**config.mk**
```make
export PLATFORM = sky130hd
export DESIGN_NAME = rst_cause_reg
export DESIGN_NICKNAME = d
export VERILOG_FILES = /design/src/rtl/rst_cause_pkg.sv /design/src/rtl/rst_cause_ctrl.sv /design/src/rtl/rst_cause_dp.sv /design/src/rtl/rst_cause_reg.sv
export SDC_FILE = /design/constraint.sdc
export NUM_CORES = 1
export LEC_CHECK = 0
export BUFFER_PORTS_ARGS = -buffer_cell sky130_fd_sc_hd__buf_2
export CORE_AREA = 2 2 39 41
export CTS_BUF_LIST = sky130_fd_sc_hd__clkbuf_2
export DETAILED_ROUTE_END_ITERATION = 8
export DIE_AREA = 0 0 41 43
export GPL_TIMING_DRIVEN = 0
export SKIP_CTS_REPAIR_TIMING = 1
export SYNTH_ARGS = -nofsm -noshare
export SYNTH_HDL_FRONTEND = slang
export SYNTH_SLANG_ARGS = --single-unit
```
**constraint.sdc**
```tcl
create_clock -name clk -period 1.3 [get_ports clk]
set_clock_uncertainty 0.15 [all_clocks]
set_input_delay 0.195 -clock clk [delete_from_list [all_inputs] [get_ports clk]]
set_output_delay 0.195 -clock clk [all_outputs]
set_load 0.01 [all_outputs]
```
**src/rtl/rst_cause_pkg.sv**
```systemverilog
package rst_cause_pkg;
  localparam int DATA_W    = 8;
  localparam int NUM_FLAGS = 4;
  // flag positions within the register (software-visible)
  localparam int IDX_POR = 0;
  localparam int IDX_EXT = 1;
  localparam int IDX_BOR = 2;
  localparam int IDX_WDT = 3;

  typedef struct packed {
    logic rdHit;
    logic wrHit;
  } rcStrobe_t;
endpackage

```
**src/rtl/rst_cause_ctrl.sv**
```systemverilog
module rst_cause_ctrl
  import rst_cause_pkg::*;
#(
  parameter int                ADDR_W    = 8,
  parameter logic [ADDR_W-1:0] IO_ADDR   = 8'h34,
  parameter logic [ADDR_W-1:0] ALIAS_OFS = 8'h20
) (
  input  logic [ADDR_W-1:0] busAddr,
  input  logic              busRd,
  input  logic              busWr,
  output rcStrobe_t         strobe
);
  localparam int NUM_MAP = 2;
  localparam logic [ADDR_W-1:0] DATA_ADDR = IO_ADDR + ALIAS_OFS;

  logic [NUM_MAP-1:0] mapHit;

  for (genvar m = 0; m < NUM_MAP; m++) begin : g_map
    localparam logic [ADDR_W-1:0] BASE = (m == 0) ? IO_ADDR : DATA_ADDR;
    assign mapHit[m] = (busAddr == BASE);
  end

  always_comb begin
    strobe.rdHit = busRd && (|mapHit);
    strobe.wrHit = busWr && (|mapHit);
  end
endmodule

```
**src/rtl/rst_cause_dp.sv**
```systemverilog
module rst_cause_dp
  import rst_cause_pkg::*;
(
  input  logic                 clk,
  input  logic                 porEvt,
  input  rcStrobe_t            strobe,
  input  logic [DATA_W-1:0]    busWdata,
  input  logic [NUM_FLAGS-1:0] evtVec,
  output logic [NUM_FLAGS-1:0] flagVec,
  output logic [DATA_W-1:0]    busRdata
);
  for (genvar i = 0; i < NUM_FLAGS; i++) begin : g_flag
    localparam logic POR_VAL = 1'(i == IDX_POR);
    logic flagQ;
    logic clrReq;

    assign clrReq = strobe.wrHit && !busWdata[i];

    always_ff @(posedge clk or posedge porEvt) begin
      if (porEvt)         flagQ <= POR_VAL;
      else if (evtVec[i]) flagQ <= 1'b1;   // event beats clear
      else if (clrReq)    flagQ <= 1'b0;
    end

    assign flagVec[i] = flagQ;
  end

  logic [DATA_W-1:0] rdQ;

  always_ff @(posedge clk or posedge porEvt) begin
    if (porEvt)            rdQ <= '0;
    else if (strobe.rdHit) rdQ <= DATA_W'(flagVec);
    else                   rdQ <= '0;
  end

  assign busRdata = rdQ;
endmodule

```
**src/rtl/rst_cause_reg.sv**
```systemverilog
module rst_cause_reg
  import rst_cause_pkg::*;
#(
  parameter int                ADDR_W    = 8,
  parameter logic [ADDR_W-1:0] IO_ADDR   = 8'h34,
  parameter logic [ADDR_W-1:0] ALIAS_OFS = 8'h20
) (
  input  logic              clk,
  input  logic              porEvt,
  input  logic              borEvt,
  input  logic              extEvt,
  input  logic              wdtEvt,
  input  logic [ADDR_W-1:0] busAddr,
  input  logic              busRd,
  input  logic              busWr,
  input  logic [7:0]        busWdata,
  output logic [7:0]        busRdata
);
  rcStrobe_t            strobe;
  logic [NUM_FLAGS-1:0] evtVec;
  logic [NUM_FLAGS-1:0] flagVec;

  always_comb begin
    evtVec          = '0;
    evtVec[IDX_POR] = 1'b0;  // power-on acts only through the async reset
    evtVec[IDX_EXT] = extEvt;
    evtVec[IDX_BOR] = borEvt;
    evtVec[IDX_WDT] = wdtEvt;
  end

  rst_cause_ctrl #(
    .ADDR_W   (ADDR_W),
    .IO_ADDR  (IO_ADDR),
    .ALIAS_OFS(ALIAS_OFS)
  ) u_ctrl (
    .busAddr(busAddr),
    .busRd  (busRd),
    .busWr  (busWr),
    .strobe (strobe)
  );

  rst_cause_dp u_dp (
    .clk     (clk),
    .porEvt  (porEvt),
    .strobe  (strobe),
    .busWdata(busWdata),
    .evtVec  (evtVec),
    .flagVec (flagVec),
    .busRdata(busRdata)
  );
endmodule

```
# == After elaboration in Yosys (flattened, before gate mapping) ==
# Index checks and enable logic that the tools add are counted.
# classes
mux,7
reduce_logical,14
n_eq_ne,2
# op_table
operator,count
$eq 8x6->1 const B,1
$eq 8x7->1 const B,1
$logic_and 1x1->1,6
$mux 1,6
$reduce_bool 2->1,3
$logic_not 1->1,4
$mux 4,1
$reduce_or 2->1,1
# word_totals
out_inout_bits,8
wordCells,28
in_bits,23
regBits,8

# == Logic depth before layout (Yosys ltp) ==
# logic_depth
depth_word,6
depth_mapped,3
mapped_depth_nobuf,3

# == Modules after synthesis ==
# Synthesis repeated with hierarchy kept, for this count alone.
# hier_totals
cells_unflattened,38
hier_area_um2,401.6
# modules_own_cells
mod,n_inst,cells_per_inst,area_per_inst_um2,seq_area_each_um2
rst_cause_dp,1,30,349.1,201.4
rst_cause_ctrl,1,7,48.8,0.0
rst_cause_reg,1,1,3.8,0.0

# == Worst setup path after synthesis ==
# Ideal clock, no wire load.
# synth_path
kind,in2reg
start,input busAddr[3]
end,"register u_dp.rdQ[0], in the netlist u_dp.busRdata[0]"
setup_ps,67
arrival_time_ps,896
path_buffers,0
slack_ps,187
t_required_ps,1083
stages,3
cell_sequence,nand4bb_2 > nor4b_4 > and3_1
# synth_via
elab_chain_cells,4
elab_cells_between_ends,5
cone_classes,2 x eq/ne; 1 x mux; 2 x reduce/logical
# synth_rtl
item,line,source
start: declaration,rst_cause_reg.sv:13,"input logic [ADDR_W-1:0] busAddr,"
$eq 8x6->1 or $eq 8x7->1 (tied branches),rst_cause_ctrl.sv:20,assign mapHit[m] = (busAddr == BASE);
$reduce_or 2->1 (*),rst_cause_ctrl.sv:24,strobe.rdHit = busRd && (|mapHit);
$logic_and 1x1->1 (*),rst_cause_ctrl.sv:24,
$mux 4 (*),rst_cause_dp.sv:32,else if (strobe.rdHit) rdQ <= DATA_W'(flagVec);
end signal: assignment,rst_cause_dp.sv:32,
end: declaration,rst_cause_dp.sv:28,logic [DATA_W-1:0] rdQ;
# Every way passes the cells marked *; elsewhere a longest branch is shown, timed or not.
# A chain may end at the register's enable or synchronous reset.

# == Final worst setup path ==
# layout_path
start,input busWr
end,register u_dp.g_flag[2].flagQ
# layout_via
elab_chain_cells,3
# layout_rtl
item,line,source
start: declaration,rst_cause_reg.sv:15,"input logic busWr,"
$logic_and 1x1->1,rst_cause_ctrl.sv:25,strobe.wrHit = busWr && (|mapHit);
$logic_and 1x1->1,rst_cause_dp.sv:17,assign clrReq = strobe.wrHit && !busWdata[i];
$reduce_bool 2->1 (no source line),-,
end signal: assignment,rst_cause_dp.sv:20,if (porEvt) flagQ <= POR_VAL;
end signal: assignment,rst_cause_dp.sv:21,else if (evtVec[i]) flagQ <= 1'b1;
end signal: assignment,rst_cause_dp.sv:22,else if (clrReq) flagQ <= 1'b0;
end: declaration,rst_cause_dp.sv:14,logic flagQ;
# Every way passes these cells.

==> impl_metrics.env <==
export IMPL_status="completed"
export IMPL_clock_path_buffers=2
export IMPL_antenna_found_initial=0
export IMPL_clkLatencyLatePin_ns=0.23
export IMPL_hold_viol=0
export IMPL_core_area_mm2=0.00138
export IMPL_fin_crit_ns=1.16
export IMPL_r2r_end="u_dp.g_flag[0].flagQ"
export IMPL_clock_sinks=8
export IMPL_finish_utilization_pct=40.9
export IMPL_port_buffers=22
export IMPL_p_switching_mw=0.115
export IMPL_numCtsBuffers=3
export IMPL_vias=339
export IMPL_synth_seq_cells=8
export IMPL_yosys_warnings=0
export IMPL_gp_congestion=0.687
export IMPL_rsz0062_at_grt="no"
export IMPL_holdPathStages=3
export IMPL_synth_top_area_share_pct=45.6
export IMPL_worstSetupPathType="input port to register"
export IMPL_placed_area_um2=526
export IMPL_cp_end_kind="register"
export IMPL_dr_pass1_iters=1
export IMPL_io_pins=31
export IMPL_diodes=0
export IMPL_placedCellCount=75
export IMPL_min_from="busWdata[0]"
export IMPL_power_leakage_nw=0.317
export IMPL_wl_per_cell_um=8.86
export IMPL_final_area_um2=566
export IMPL_power_share_combinational_pct=15.3
export IMPL_synth_yosys_seq_area_share_pct=52.4
export IMPL_clk_pin_slew_ns=0.08
export IMPL_power_density_mw_per_mm2=871
export IMPL_die_area_mm2=0.00176
export IMPL_h_tree_depth=1
export IMPL_syn_inst=34
export IMPL_cp_max_fo=4
export IMPL_initial_utilization_pct=27.8
export IMPL_grt_start_max_net_pins=9
export IMPL_min_path_type="input port to register"
export IMPL_vias_per_cell=4.19
export IMPL_syn_area_per_cell_um2=11.3
export IMPL_synth_top_area_cell="dfrtp_1"
export IMPL_root_buffer="clkbuf_2"
export IMPL_hold_ws_ns=0.0258
export IMPL_synth_area_um2=384
export IMPL_p_int_mw=0.378
export IMPL_layout_common_cells="22 x buf_2, 7 x dfrtp_1"
export IMPL_nets=89
export IMPL_rr_worst_depth=2
export IMPL_cts_tree="done"
export IMPL_grt_first_pass_wirelength_um=1100
export IMPL_crit_required_ns=1.25
export IMPL_maxSlewViolCount=0
export IMPL_die_y_um=43
export IMPL_syn_to_final_growth_pct=47.2
export IMPL_peakVddDrop_mv=0.417
export IMPL_drive_above_1_share_pct=50.8
export IMPL_first_iter_violations=0
export IMPL_fin_cells=81
export IMPL_first_global_vias=289
export IMPL_p_seq_share_pct=51.9
export IMPL_synthDistinctLibCells=13
export IMPL_worstSetupStartpointType="input port"
export IMPL_netSwitchingFraction_pct=23.3
export IMPL_period_share_pct=89.5
export IMPL_wl_um=718
export IMPL_r2r_start="u_dp.g_flag[0].flagQ"
export IMPL_mostFrequentLayoutCell="buf_2"
export IMPL_drc=0
export IMPL_finalSetupViolCount=0
export IMPL_hold_end="u_dp.g_flag[0].flagQ"
export IMPL_fp_row_count=14
export IMPL_worst_ep_arrival_time_ns=1.12
export IMPL_die_w_um=41
export IMPL_p_clk_share_pct=32.9
export IMPL_grt_ovfl_total=0
export IMPL_rrSetupSlack_ns=0.39
export IMPL_ant_nets=0
export IMPL_synth_area_top_cells="dfrtp_1 46%, buf_4 7.8%, dfstp_2 6.8%, a31oi_1 6.5%, and3_1 6.5%"
export IMPL_grt_usage_pct=9.43
export IMPL_maxCapViolCount=0
export IMPL_clock_fmax_mhz=860
## kinds of logic after synthesis
logic type	after synthesis	share of synthesized area, %
other cells	1	0.976
simple gates	13	27.0
compound gates	4	6.51
xor+xnor	1	2.28
buf+inv	7	10.7
flops	8	52.4
## worst max path at each step
stage	start	slack [ns]	endpoint	depth (start not counted)
floorplan	busAddr[3]	0.19	u_dp.busRdata[0]	3
global placement	busAddr[5]	-0.03	u_dp.busRdata[3]	4
detailed placement	busAddr[5]	-0.08	u_dp.busRdata[1]	4
CTS	busAddr[5]	0.17	u_dp.busRdata[1]	4
global route	busWr	0.02	u_dp.g_flag[3].flagQ	4
finish	busWr	0.14	u_dp.g_flag[2].flagQ	4
## synthesized netlist by cell type
master and number:
inv_1 3, a31oi_1 4, nor3b_1 3, dfrtp_1 7
and3_1 4, xor2_1 1, nand4bb_2 1, nor2_1 3
dfstp_2 1, conb_1 1, buf_4 4, nor3_1 1
nor4b_4 1
## per-stage QoR
stage / power [mW] / setup slack [ns] / setup TNS (ns)
6_report: 0.493 / 0.137 / 0
5_1_grt: 0.527 / 0.0229 / 0
4_1_cts: 0.497 / 0.166 / 0
3_5_place_dp: 0.332 / -0.0813 / -0.282
3_3_place_gp: 0.330 / -0.0341 / -0.134
2_1_floorplan: 0.295 / 0.187 / 0
## sequential cells by signal, summed over array words and instances (netlist names)
name / count
u_dp.g_flag.flagQ: 4
u_dp.busRdata: 4
## power groups by stage
stage / logic [mW] / clock network, mW / registers (mW)
2_1_floorplan: 0.0348 / 0 / 0.260
3_3_place_gp: 0.0701 / 0 / 0.260
3_5_place_dp: 0.0712 / 0 / 0.260
4_1_cts: 0.0714 / 0.170 / 0.256
5_1_grt: 0.0846 / 0.187 / 0.256
6_report: 0.0752 / 0.162 / 0.256
## critical path: stages
cell and delay, ns:
dlygate4sd3_1 0.52, buf_2 0.12, nor3b_1 0.18, a31oi_1 0.10
## area by class of cell
| type | instances | area [um2] |
|---|---|---|
| Buffer | 4 | 30.0 |
| Fill cell | 139 | 818 |
| Clock buffer | 4 | 20.0 |
| Inverter | 3 | 11.3 |
| Multi-Input combinational cell | 22 | 153 |
| Sequential cell | 8 | 201 |
| Tap cell | 16 | 20.0 |
| Timing Repair Buffer | 24 | 130 |
## per-layer routing
metal,global-route usage (%),wire (um),vias to the layer above
li1,-,-,172
met1,9.63,261,147
met2,15.0,359,20
met3,3.66,97,0
met5,0,0,-
met4,6.00,0,0
Note: power is estimated with default switching activity, not from simulation.
